[src/rtl/clkpin_net.sv]
module clkpin_net #(
  parameter int SEL_W  = 2,
  parameter int N_GLB  = 3,
  parameter int N_IO   = 2,
  localparam int N_SEL = N_GLB - 1 + N_IO,
  localparam int CFG_W = SEL_W * N_SEL
) (
  input  logic             pin_y0,
  input  logic             pin_y1,
  input  logic             pin_y2,
  input  logic             int_clk,
  input  logic             prog_en_n,
  input  logic             y1_rst_en,
  input  logic [CFG_W-1:0] clk_sel,
  input  logic             pin_sdi,
  input  logic             pin_mode,
  input  logic             pin_sdo_in,
  input  logic             shift_dout,
  output logic [N_GLB-1:0] glb_clk,
  output logic [N_IO-1:0]  io_clk,
  output logic             gl_rst_n,
  output logic             prog_sdi,
  output logic             prog_mode,
  output logic             prog_sclk,
  output logic             sdo_out,
  output logic             sdo_oe,
  output logic [2:0]       ded_in
);

  logic user_mode;
  logic src_y1, src_y2;
  logic [N_SEL-1:0] sel_clk;

  assign user_mode = prog_en_n;
  assign src_y1    = pin_y1 & ~y1_rst_en;
  assign src_y2    = pin_y2 & user_mode;

  for (genvar g = 0; g < N_SEL; g++) begin : g_line
    logic [SEL_W-1:0] code;
    assign code = clk_sel[g*SEL_W +: SEL_W];
    always_comb begin
      case (code)
        2'b00:   sel_clk[g] = src_y1;
        2'b01:   sel_clk[g] = src_y2;
        2'b10:   sel_clk[g] = int_clk;
        default: sel_clk[g] = 1'b0;
      endcase
    end

    always_comb begin

      if (!prog_en_n && code == 2'b01)
        sclk_block_chk: assert (sel_clk[g] == 1'b0);

      if (y1_rst_en && code == 2'b00)
        rst_pin_block_chk: assert (sel_clk[g] == 1'b0);
    end
  end

  assign glb_clk  = {sel_clk[N_GLB-2:0], pin_y0};
  assign io_clk   = sel_clk[N_SEL-1:N_GLB-1];

  assign gl_rst_n = y1_rst_en ? pin_y1 : 1'b1;

  assign prog_sdi  = pin_sdi  & ~user_mode;
  assign prog_mode = pin_mode & ~user_mode;
  assign prog_sclk = pin_y2   & ~user_mode;

  assign sdo_oe  = ~user_mode;
  assign sdo_out = shift_dout & ~user_mode;

  assign ded_in = {pin_mode, pin_sdo_in, pin_sdi} & {3{user_mode}};

  always_comb begin

    y0_route_chk: assert (glb_clk[0] == pin_y0);

    if (!y1_rst_en)
      rst_idle_chk: assert (gl_rst_n == 1'b1);

    if (prog_en_n)
      prog_idle_chk: assert ({prog_sdi, prog_mode, prog_sclk} == 3'b000);

    if (!prog_en_n)
      ded_idle_chk: assert (ded_in == 3'b000);

    sdo_dir_chk: assert (sdo_oe != prog_en_n);
  end

endmodule

[config.mk]
export PLATFORM = sky130hd
export DESIGN_NAME = clkpin_net
export DESIGN_NICKNAME = d
export VERILOG_FILES = /design/src/rtl/clkpin_net.sv
export SDC_FILE = /design/constraint.sdc
export NUM_CORES = 1
export LEC_CHECK = 0
export BUFFER_PORTS_ARGS = -buffer_cell sky130_fd_sc_hd__buf_2
export CORE_AREA = 10 10 47 49
export DETAILED_ROUTE_END_ITERATION = 10
export DIE_AREA = 0 0 57 59
export PLACE_DENSITY = 0.48
export REMOVE_ABC_BUFFERS = 1
export SYNTH_ARGS = -nofsm -noshare
export SYNTH_HDL_FRONTEND = slang
export SYNTH_SLANG_ARGS = --single-unit
export TNS_END_PERCENT = 30
[constraint.sdc]
create_clock -name vclk -period 2.1
set_input_delay 0.21 -clock vclk [all_inputs]
set_output_delay 0.21 -clock vclk [all_outputs]
set_load 0.05 [all_outputs]
# Word level (Yosys, flattened, before mapping)
# Cells that the tools add are included.
# word_totals
input_bits,18
register_bits,0
# classes
bitwise_logic,9
eq_ne,8
reduce_logical,4
muxes,5
# op_table
op,n
1-bit case mux with 3 select lines,4
2-bit by 1-bit equality test with 1-bit output (second input constant),4
2-bit equality test (second input constant),4
2-bit zero test,4
1-bit bitwise AND,6
3-bit bitwise AND,1
1-bit NOT,2
1-bit 2-to-1 mux,1

# Longest topological paths before layout
# depth
depth_word,3
depth_mapped,3

# Worst setup path after synthesis
# No wires, ideal clock.
# synth_timing
path_kind,input port to output port
from,input port clk_sel[7]
to,output port io_clk[1]
stages,2
path_slack_ns,0.521
arrival_time_ns,1.369
cell_sequence,or3b_1 a22oi_1
# synth_via
elab_chain_cells,2
elab_cells_between_ends,4
# synth_rtl
item,line,text
from (decl),14,"input logic [CFG_W-1:0] clk_sel,"
2-bit equality test (tied with other cells),42,case (code)
1-bit case mux with 3 select lines (*),42,
to (decl),20,"output logic [N_IO-1:0] io_clk,"
# Every way passes the cells marked *; elsewhere a longest branch is shown, timed or not.

# Worst setup path in the final report
# layout_timing
from,input port y1_rst_en
to,output port glb_clk[2]
# layout_via
elab_chain_cells,3
# layout_rtl
item,line,text
from (decl),13,"input logic y1_rst_en,"
1-bit NOT,35,assign src_y1 = pin_y1 & ~y1_rst_en;
1-bit bitwise AND,35,
1-bit case mux with 3 select lines,42,
to (decl),19,"output logic [N_GLB-1:0] glb_clk,"
# Every way passes these cells.

==> results_dict.tcl <==
set metrics [dict create \
    cts_resized 0 \
    coreArea_um2 1400 \
    multi_input_area_um2 185 \
    place.gp.congestion 0.679 \
    netlist_instances 27 \
    stdcell_count 71 \
    final_util_pct 25.6 \
    drv_slew 0 \
    hold_class "primary input to output pin" \
    ir_worst_vdd_mv 0.0994 \
    worst_pin_slew_ns 0.258 \
    holdWs_ns 0.420 \
    postCtsHoldBufs 0 \
    wirelength_um 888 \
    viasPerCell 4.31 \
    power_density_nw_per_um2 315 \
    crit_required_ns 1.89 \
    syn_to_final_growth_pct 79.4 \
    switching_power_w 0.0000794 \
    dr.pass1.iters 1 \
    gr-total-overflow 0 \
    power.leakage_nw 0.198 \
    hold_viol 0 \
    grt_max_degree 13 \
    drv_cap 0 \
    nFlopsAndLatches 0 \
    path_max_fanout 5 \
    antenna_found_initial 0 \
    die_w_um 57 \
    grt_pass1_vias 379 \
    swShare_pct 70.2 \
    seqCellArea_um2 0 \
    cts_setup_buffers 0 \
    row_count 14 \
    combPwrFrac_pct 100.0 \
    synth.area.top_cells "o211ai_2, or4b_1, nand4b_1" \
    antenna_cells 0 \
    p_int_w 0.0000337 \
    status "finished clean" \
    vias 306 \
    clkPwrFrac_pct 0 \
    post-route-min-period_ns 1.44 \
    setup_viol_count_final 0 \
    pwr-share-seq_pct 0 \
    syn-cell-area_um2 200 \
    synth_top_area_share_pct 18.8 \
    critPathKind "primary input to output pin" \
    final_nets 75 \
    critPathLaunchType "primary input" \
    synth_top_area_cell "o211ai_2" \
    avgSynthCellArea_um2 7.41 \
    grt_use_total_pct 5.09 \
    grt_pass1_wl_um 1520 \
    placed_cells 71 \
    rsz0062_at_grt "no" \
    ys_types 14 \
    drive_above_1_share_pct 60.0 \
    drtIter0Drc 0 \
    drc 0 \
    fill_cells 169 \
    max_slew_margin_pct 82.9 \
    synth_warnings 0 \
    numPortBuffers 30 \
    max_freq_ghz 0.696 \
    wl_per_cell_um 12.5 \
    crit_arrival_ns 1.23 \
    ant_nets 0 \
    layout_worst_path_cycle_share_pct 68.4 \
    end_kind "output pin" \
    die_h_um 59 \
    nClkBuffers 0 \
    power_w 0.000113 \
    ios 32 \
    setup_tns_ns 0 \
    dieArea_um2 3360 \
    initial_core_util_pct 14.3 \
    ys_seq_area_share_pct 0 \
]
==> Yosys cell counts <==
| master | number |
|---|---|
| a21oi_1 | 1 |
| a22oi_1 | 1 |
| and2_1 | 3 |
| buf_4 | 1 |
| clkbuf_1 | 1 |
| inv_1 | 1 |
| nand2_1 | 3 |
| nand3b_1 | 1 |
| nand4b_1 | 3 |
| nor2b_1 | 4 |
| o211ai_2 | 3 |
| or2b_1 | 1 |
| or3b_1 | 1 |
| or4b_1 | 3 |
==> layout by cell type, fill, tap and decap left out, drive strengths merged <==
cell	Yosys	layout
a21oi	1	1
a22oi	1	1
and2	3	3
buf	1	30
inv	1	1
nand2	3	3
nand3b	1	1
nand4b	3	3
nor2b	4	4
o211ai	3	3
or2b	1	1
or3b	1	1
or4b	3	3
==> critical path, stage by stage <==
cell and delay, ns:
buf_2 0.12, or4b_1 0.53, o211ai_2 0.08, buf_2 0.28
==> per-stage QoR <==
stage,cell area [µm²],worst slack (ns)
after detailed placement,359,0.656
final,359,0.663
after global placement,359,0.660
after floorplan,189,0.521
after CTS,359,0.656
after global routing,359,0.611
==> power groups by stage <==
stage | clock, W | combinational [W] | sequential [W]
after floorplan | 0 | 0.0000738 | 0
after global placement | 0 | 0.000115 | 0
after detailed placement | 0 | 0.000115 | 0
after CTS | 0 | 0.000115 | 0
after global routing | 0 | 0.000123 | 0
final | 0 | 0.000113 | 0
==> layer usage <==
| metal | GRT usage [%] | part of all wire (%) | wire [µm] |
|---|---|---|---|
| met5 | 0 | 0 | 0 |
| met3 | 3.00 | 17 | 149 |
| met1 | 5.56 | 41 | 368 |
| met4 | 0 | 0 | 0 |
| met2 | 8.84 | 42 | 370 |
==> path summary, 6_finish.rpt <==
kind	endpoint	startpoint	cells past startpoint
max	glb_clk[2]	y1_rst_en	4
min	glb_clk[0]	pin_y0	0
==> final cells by class <==
| cell class | instances | share of cell area (%) |
|---|---|---|
| inverters | 1 | 1.05 |
| multi-input cells | 24 | 51.6 |
| repair buffers | 30 | 41.8 |
| well taps | 16 | 5.57 |
==> cells by family (layout without fill, tap and decap cells) <==
| kind of cell | count (synthesis) | in the layout | synth area share [%] |
|---|---|---|---|
| compound gates | 5 | 5 | 25.0 |
| buf+inv | 3 | 31 | 7.50 |
| simple gates | 19 | 19 | 67.5 |
Note: power is estimated with default switching activity, not from simulation.
